## config.mk

```make
export PLATFORM = sky130hd
export DESIGN_NAME = rx_fc_classify
export DESIGN_NICKNAME = d
export VERILOG_FILES = /design/src/rtl/rx_fc_classify.sv
export SDC_FILE = /design/constraint.sdc
export NUM_CORES = 1
export LEC_CHECK = 0
export BUFFER_PORTS_ARGS = -buffer_cell sky130_fd_sc_hd__buf_2
export CORE_AREA = 2 2 170 172
export CTS_BUF_LIST = sky130_fd_sc_hd__clkbuf_4 sky130_fd_sc_hd__clkbuf_8
export DETAILED_ROUTE_END_ITERATION = 16
export DIE_AREA = 0 0 172 174
export GPL_ROUTABILITY_DRIVEN = 1
export PLACE_DENSITY = 0.64
export SKIP_CTS_REPAIR_TIMING = 1
export SLEW_MARGIN = 20
export SYNTH_ARGS = -nofsm -noshare
export SYNTH_HDL_FRONTEND = slang
export SYNTH_SLANG_ARGS = --single-unit
```

## constraint.sdc

```tcl
create_clock -name clk -period 1 [get_ports clk]
set_clock_uncertainty 0.05 [all_clocks]
set_input_delay 0.1 -clock clk [delete_from_list [all_inputs] [get_ports clk]]
set_output_delay 0.1 -clock clk [all_outputs]
set_load 0.02 [all_outputs]
```

## src/rtl/rx_fc_classify.sv

```systemverilog
module rx_fc_classify #(
  parameter int          NCLS      = 8,
  parameter int          QW        = 16,
  parameter logic [47:0] MCAST_DA  = 48'h0180C2000001,
  parameter logic [15:0] FC_ETYPE  = 16'h8808,
  parameter logic [15:0] OP_PAUSE  = 16'h0001,
  parameter logic [15:0] OP_PFC    = 16'h0101
) (
  input  logic                 clk,
  input  logic                 rst_n,
  input  logic                 hdr_valid,
  input  logic [47:0]          hdr_dst,
  input  logic [15:0]          hdr_etype,
  input  logic [15:0]          hdr_opcode,
  input  logic [NCLS-1:0]      hdr_cls_vec,
  input  logic [NCLS*QW-1:0]   hdr_quanta,
  input  logic [31:0]          cfg_dst_lo,
  input  logic [15:0]          cfg_dst_hi,
  input  logic [NCLS-1:0]      cfg_pfc_en,
  input  logic                 cfg_pause_stop_en,
  output logic                 fwd_valid,
  output logic                 stop_valid,
  output logic [QW-1:0]        stop_quanta,
  output logic                 stop_resume,
  output logic [NCLS-1:0]      pfc_valid,
  output logic [NCLS*QW-1:0]   pfc_quanta,
  output logic [NCLS-1:0]      pfc_xon
);

  logic            da_hit, fc_hit, take_pause, take_any;
  logic [NCLS-1:0] fire, zq;

  assign da_hit     = (hdr_dst == {cfg_dst_hi, cfg_dst_lo}) || (hdr_dst == MCAST_DA);
  assign fc_hit     = da_hit && (hdr_etype == FC_ETYPE);
  assign take_pause = fc_hit && (hdr_opcode == OP_PAUSE) && cfg_pause_stop_en;
  assign take_any   = take_pause || (|fire);

  for (genvar k = 0; k < NCLS; k++) begin : g_cls
    logic [QW-1:0] slot;
    assign slot    = hdr_quanta[k*QW +: QW];
    assign zq[k]   = (slot == '0);
    assign fire[k] = fc_hit && (hdr_opcode == OP_PFC) && hdr_cls_vec[k] && cfg_pfc_en[k];

    always_ff @(posedge clk or negedge rst_n) begin
      if (!rst_n)
        pfc_quanta[k*QW +: QW] <= '0;
      else if (hdr_valid && fire[k])
        pfc_quanta[k*QW +: QW] <= slot;
    end
  end

  always_ff @(posedge clk or negedge rst_n) begin
    if (!rst_n) begin
      fwd_valid   <= 1'b0;
      stop_valid  <= 1'b0;
      stop_quanta <= '0;
      stop_resume <= 1'b0;
      pfc_valid   <= '0;
      pfc_xon     <= '0;
    end else begin
      fwd_valid   <= hdr_valid && !take_any;
      stop_valid  <= hdr_valid && take_pause;
      stop_resume <= hdr_valid && take_pause && zq[0];
      pfc_valid   <= hdr_valid ? fire : '0;
      pfc_xon     <= hdr_valid ? (fire & zq) : '0;
      if (hdr_valid && take_pause)
        stop_quanta <= hdr_quanta[QW-1:0];
    end
  end

endmodule


```

==> results of run 1 <==
kinds of logic (layout without fill, tap and decap cells):
| family | after synthesis | after routing | share of synthesized area [%] |
|---|---|---|---|
| DFF | 163 | 163 | 55.43 |
| muxes | 144 | 144 | 24.89 |
| and+or+nand+nor | 129 | 130 | 11.60 |
| xor gates and xnor gates | 48 | 48 | 5.713 |
| buffers and inverters | 18 | 775 | 1.955 |
| AOI/OAI and AO/OA | 3 | 3 | 0.4081 |
| other | 0 | 3 | 0 |
Yosys cell counts, types with 7 or more instances:
master     n
nand4_1   20
nand3_1    7
nand2_1   14
xnor2_1   48
mux2_4    56
mux2_2    88
nor2_1    12
inv_1      7
nor4_1    47
dfrtp_1  163
layer usage:
metal	global-route usage (%)	share of wire, %	vias to the layer above
met5	0	0.050	-
met4	10.50	5.8	2
met1	18.90	36	3628
li1	-	-	3378
met3	4.235	6.6	101
met2	31.14	52	396
area by class of cell:
class / instances / area, um^2
Fill cell: 2386 / 13830
Timing Repair Buffer: 736 / 6041
Sequential cell: 163 / 4079
Multi-Input combinational cell: 325 / 3379
Tap cell: 384 / 480.5
Clock buffer: 18 / 241.5
Clock inverter: 14 / 151.4
Inverter: 7 / 26.28
Antenna cell: 3 / 7.507
power by group through the flow:
stage | Clock (W) | Combinational [W] | Sequential (W)
floorplan | 0 | 0.000276 | 0.00672
global placement | 0 | 0.00154 | 0.00672
detailed placement | 0 | 0.00154 | 0.00672
CTS | 0.00509 | 0.00155 | 0.00659
global route | 0.00536 | 0.00219 | 0.00659
finish | 0.00493 | 0.00204 | 0.00659
state kept, by name, summed over array words and instances, names as in the netlist:
| register | flops |
|---|---|
| pfc_valid | 8 |
| pfc_xon | 8 |
| fwd_valid | 1 |
| pfc_quanta | 128 |
| stop_quanta | 16 |
| stop_resume | 1 |
| stop_valid | 1 |
worst max-delay path by stage:
stage | startpoint | end | slack (ps)
after floorplan | hdr_dst[1] | pfc_quanta[38] | -810
after global placement | hdr_dst[42] | pfc_xon[4] | -1300
after detailed placement | hdr_dst[1] | pfc_quanta[94] | -1280
after CTS | hdr_dst[1] | pfc_quanta[74] | -780
after global routing | hdr_dst[15] | pfc_quanta[101] | -780
final | hdr_dst[15] | pfc_quanta[101] | -730
critical path: cells and delay by family:
kind | cells | cell delay (ps)
simple gates | 4 | 900
buf+inv | 4 | 450
mux | 1 | 350
compound gates | 1 | 210
metrics by stage:
step	area (um^2)	hold slack [ps]	std cells
after floorplan	7392	-245.6	505
after global placement	10900	-44.52	1424
after detailed placement	10900	-41.94	1424
after CTS	11290	-554.0	1456
after global routing	14410	-29.47	1650
final	14410	-9.504	1650
==> results.sh, run 1 <==
export IMPL_rows=62
export IMPL_worstSkewPairLatency_ps=450
export IMPL_drv_slew=0
export IMPL_crit_path_max_fanout=8
export IMPL_syn_avg_cell_area_um2=14.57
export IMPL_utilization_pct=51.02
export IMPL_grt_max_degree=39
export IMPL_die_area_um2=29930
export IMPL_dp_slack_ps=-1279
export IMPL_crit_arrival_ps=2030
export IMPL_syn_inst=505
export IMPL_power_switching_w=0.003521
export IMPL_p_per_area_nw_per_um2=941.4
export IMPL_ant_nets=0
export IMPL_setup_ws_ps=-730.0
export IMPL_hpwl_um=22390
export IMPL_wirelength_um=31770
export IMPL_synth_area_um2=7358
export IMPL_grt_ovfl_total=0
export IMPL_vdd_drop_max_uv=688.5
export IMPL_p_int_w=0.01004
export IMPL_yosys_warnings=0
export IMPL_reg2reg_from="pfc_quanta[41]"
export IMPL_grtUsageTotal_pct=17.62
export IMPL_synth_edf_count=0
export IMPL_wl_per_cell_um=19.26
export IMPL_first_global_vias=7009
export IMPL_cts_max_path_buffers=2
export IMPL_first_iter_violations=261
export IMPL_grt_pass1_wl_um=39350
export IMPL_relSlewSlack_pct=66.40
export IMPL_clock_sinks=163
export IMPL_worstHoldEndpoint="pfc_xon[7]"
export IMPL_path_cells="buf_8 > buf_6 > nor4_2 > nand4_1 > nor4_2 > a31o_4 > buf_12 > clkbuf_16 > nand3_4 > mux2_4"
export IMPL_status="finished, violations left"
export IMPL_core_area_um2=28240
export IMPL_maxCapViolations=0
export IMPL_rrSetupSlack_ps=-50
export IMPL_ys_seq_elements=163
export IMPL_fin_nets=1526
export IMPL_min_path_cells=4
export IMPL_cp_end_kind="flip-flop"
export IMPL_drtPass1Iterations=4
export IMPL_syn_nets=781
export IMPL_failed_checks="hold timing, setup timing"
export IMPL_tns_ps=-130400
export IMPL_dr_total_vias=7505
export IMPL_hp_class="in2reg"
export IMPL_timing_final_hold_violations=2
export IMPL_final_common_cell="buf_2"
export IMPL_antenna_found_initial=4
export IMPL_leakagePower_nw=7.497
export IMPL_min_from="hdr_quanta[124]"
export IMPL_cp_required_ps=1300
export IMPL_synth_cell_types=26
export IMPL_swShare_pct=25.96
export IMPL_gp_congestion=0.9519
export IMPL_slowest_delay_ps=350
export IMPL_synthFlopType="dfrtp_1"
export IMPL_p_clk_share_pct=36.4
export IMPL_p_total_w=0.01356
export IMPL_r2r_end="pfc_quanta[41]"
export IMPL_slowest_stage="mux2_4"
export IMPL_startpoint_type="input pin"
export IMPL_clk_pin_slew_ps=90
export IMPL_seqPwrFrac_pct=48.6
export IMPL_clockRootBuffer="clkbuf_8"
export IMPL_area_growth_pct=95.78
export IMPL_chipWidth_um=172
export IMPL_die_h_um=174
export IMPL_yosysSeqAreaShare_pct=55.43
export IMPL_pin_count=439
export IMPL_grt_setup_unrepaired="true"
export IMPL_avgViaCountPerCell=4.548
export IMPL_cpMostUsedCell="nor4_2"
export IMPL_ff2ff_path_depth=3
export IMPL_cts_tree="yes"
export IMPL_layout_common_cells="272 x buf_2, 168 x buf_6, 163 x dfrtp_1"
export IMPL_synth_async_reset_ratio_pct=100.0
export IMPL_combPwrFrac_pct=15.1
export IMPL_final_min_clock_period_ps=1730
export IMPL_final_layout_size_suffix_gt1_share_pct=64.37
export IMPL_io_buffers=438
export IMPL_synth_area_top_cells="dfrtp_1 55%, mux2_2 13%, mux2_4 11%"
export IMPL_tightest_slew_ps=502.2
export IMPL_htreeDepth=4
export IMPL_start_util_pct=26.06
export IMPL_setup_violations=326
export IMPL_min_period_over_period_pct=173.0
export IMPL_whs_ps=-9.504
export IMPL_drc_errors=0
export IMPL_max_freq_mhz=578.1
export IMPL_numCtsBuffers=17
export IMPL_yosysTopAreaCell="dfrtp_1"
export IMPL_synth_top_area_share_pct=55.43
export IMPL_crit_type="in2reg"
Power figures use the tool's default switching activity.
==> run 2: changes to the inputs <==
==> constraint.sdc (replaced) <==
create_clock -name clk -period 1 [get_ports clk]
set_clock_uncertainty 0.05 [all_clocks]
set_input_delay 0.05 -clock clk [delete_from_list [all_inputs] [get_ports clk]]
set_output_delay 0.05 -clock clk [all_outputs]
set_load 0.02 [all_outputs]
==> results.sh, run 2 (synthesized netlist as in run 1, its figures left out) <==
export IMPL_timing_final_hold_violations=9
export IMPL_regMostFlops="pfc_quanta"
export IMPL_worstSkewPairLatency_ps=450
export IMPL_grt_max_degree=37
export IMPL_maxCapViolations=0
export IMPL_cts_tree="yes"
export IMPL_min_period_over_period_pct=162.6
export IMPL_final_layout_size_suffix_gt1_share_pct=64.75
export IMPL_dr_total_vias=7439
export IMPL_area_growth_pct=95.70
export IMPL_core_area_um2=28240
export IMPL_vdd_drop_max_uv=653.9
export IMPL_final_common_cell="buf_2"
export IMPL_antenna_found_initial=3
export IMPL_crit_type="in2reg"
export IMPL_startpoint_type="input pin"
export IMPL_status="finished, violations left"
export IMPL_clockRootBuffer="clkbuf_8"
export IMPL_wirelength_um=31820
export IMPL_layout_common_cells="267 x buf_2, 174 x buf_6, 163 x dfrtp_1"
export IMPL_crit_arrival_ps=1910
export IMPL_pin_count=439
export IMPL_io_buffers=438
export IMPL_clk_pin_slew_ps=90
export IMPL_die_h_um=174
export IMPL_hpwl_um=21880
export IMPL_rows=62
export IMPL_drv_slew=0
export IMPL_grt_pass1_wl_um=37960
export IMPL_grt_setup_unrepaired="true"
export IMPL_first_global_vias=6733
export IMPL_p_per_area_nw_per_um2=949.5
export IMPL_drc_errors=0
export IMPL_wl_per_cell_um=19.40
export IMPL_final_min_clock_period_ps=1626
export IMPL_fin_nets=1518
export IMPL_die_area_um2=29930
export IMPL_clock_sinks=163
export IMPL_largest_reg_flops=128
export IMPL_drtPass1Iterations=4
export IMPL_cp_required_ps=1290
export IMPL_grtUsageTotal_pct=17.13
export IMPL_start_util_pct=26.06
export IMPL_cts_max_path_buffers=2
export IMPL_grt_ovfl_total=0
export IMPL_setup_ws_ps=-626.0
export IMPL_crit_path_max_fanout=17
export IMPL_cp_end_kind="flip-flop"
export IMPL_leakagePower_nw=7.458
export IMPL_max_freq_mhz=615.0
export IMPL_setup_violations=326
export IMPL_chipWidth_um=172
export IMPL_relSlewSlack_pct=69.23
export IMPL_utilization_pct=51.00
export IMPL_largestRegisters="pfc_quanta: 128 flops, stop_quanta: 16 flops"
export IMPL_gp_congestion=1.021
export IMPL_avgViaCountPerCell=4.536
export IMPL_hp_class="in2reg"
export IMPL_htreeDepth=4
export IMPL_ant_nets=0
export IMPL_first_iter_violations=295
export IMPL_failed_checks="hold timing, setup timing"
export IMPL_tightest_slew_ps=457.3
export IMPL_numCtsBuffers=17
export IMPL_whs_ps=-58.57
==> run 2: changes by cell type in the layout (fill, tap and decap cells not counted), moves of 4 or more <==
| cell | change |
|---|---|
| xnor2_1 | -10 |
| xnor2_2 | +10 |
| buf_4 | -9 |
| buf_6 | +6 |
| buf_2 | -5 |
| inv_6 | -4 |
| nor4_2 | +4 |
==> run 2: layer usage <==
layer  up-vias  routed length (um)  global-route usage (%)
li1       3347                   -                       -
met1      3616               11360                   18.39
met2       390               16660                   31.06
met3        84                2217                   4.053
met4         2                1572                   8.648
met5         -                  13                       0
==> run 2: through the flow <==
stage	power, W	setup slack, ps	instances	setup TNS (ps)	instance area [um^2]
detailed placement	0.008260	-1229	1422	-181640	10910
global placement	0.008246	-1215	1422	-181060	10910
global route	0.01425	-720.0	1639	-131180	14400
CTS	0.01325	-727.8	1453	-123680	11310
finish	0.01367	-626.0	1640	-106550	14400
floorplan	0.007000	-760.8	505	-101580	7392
==> run 2: power by group <==
part | internal (W) | total [W] | switching (W)
sequential | 0.00659 | 0.00659 | 0.00000137
clock | 0.00238 | 0.00498 | 0.00260
combinational | 0.00122 | 0.00211 | 0.000888
==> run 2: path summary, 6_finish.rpt <==
path / start / end / slack [ps] / cells past startpoint
worst max-delay path: hdr_dst[19] / pfc_quanta[90] / -630 / 9
worst min-delay path: hdr_valid / stop_resume / -60 / 4
worst max register to register: pfc_quanta[101] / pfc_quanta[101] / 10 / 2
worst min register to register: pfc_quanta[9] / pfc_quanta[9] / 490 / 1
max in group asynchronous: rst_n / stop_quanta[2] / 350 / 3
min in group asynchronous: rst_n / pfc_quanta[91] / 0 / 2
==> run 2: area by class of cell <==
cell class / count / area, um^2
flip-flops and latches: 163 / 4079
clock inverters: 11 / 130.1
clock buffers: 20 / 269.0
diodes: 2 / 5.005
repair buffers: 728 / 5996
multi-input cells: 325 / 3415
well taps: 384 / 480.5
fillers: 2359 / 13840
inverters: 7 / 26.28
==> run 2: worst max-delay path, stage by stage <==
cell       delay, ps
buf_2            130
xnor2_1          270
nand4_1          170
nor4_2           290
a31o_4           270
clkbuf_16        170
nand3_4           70
buf_12           170
mux2_4           310
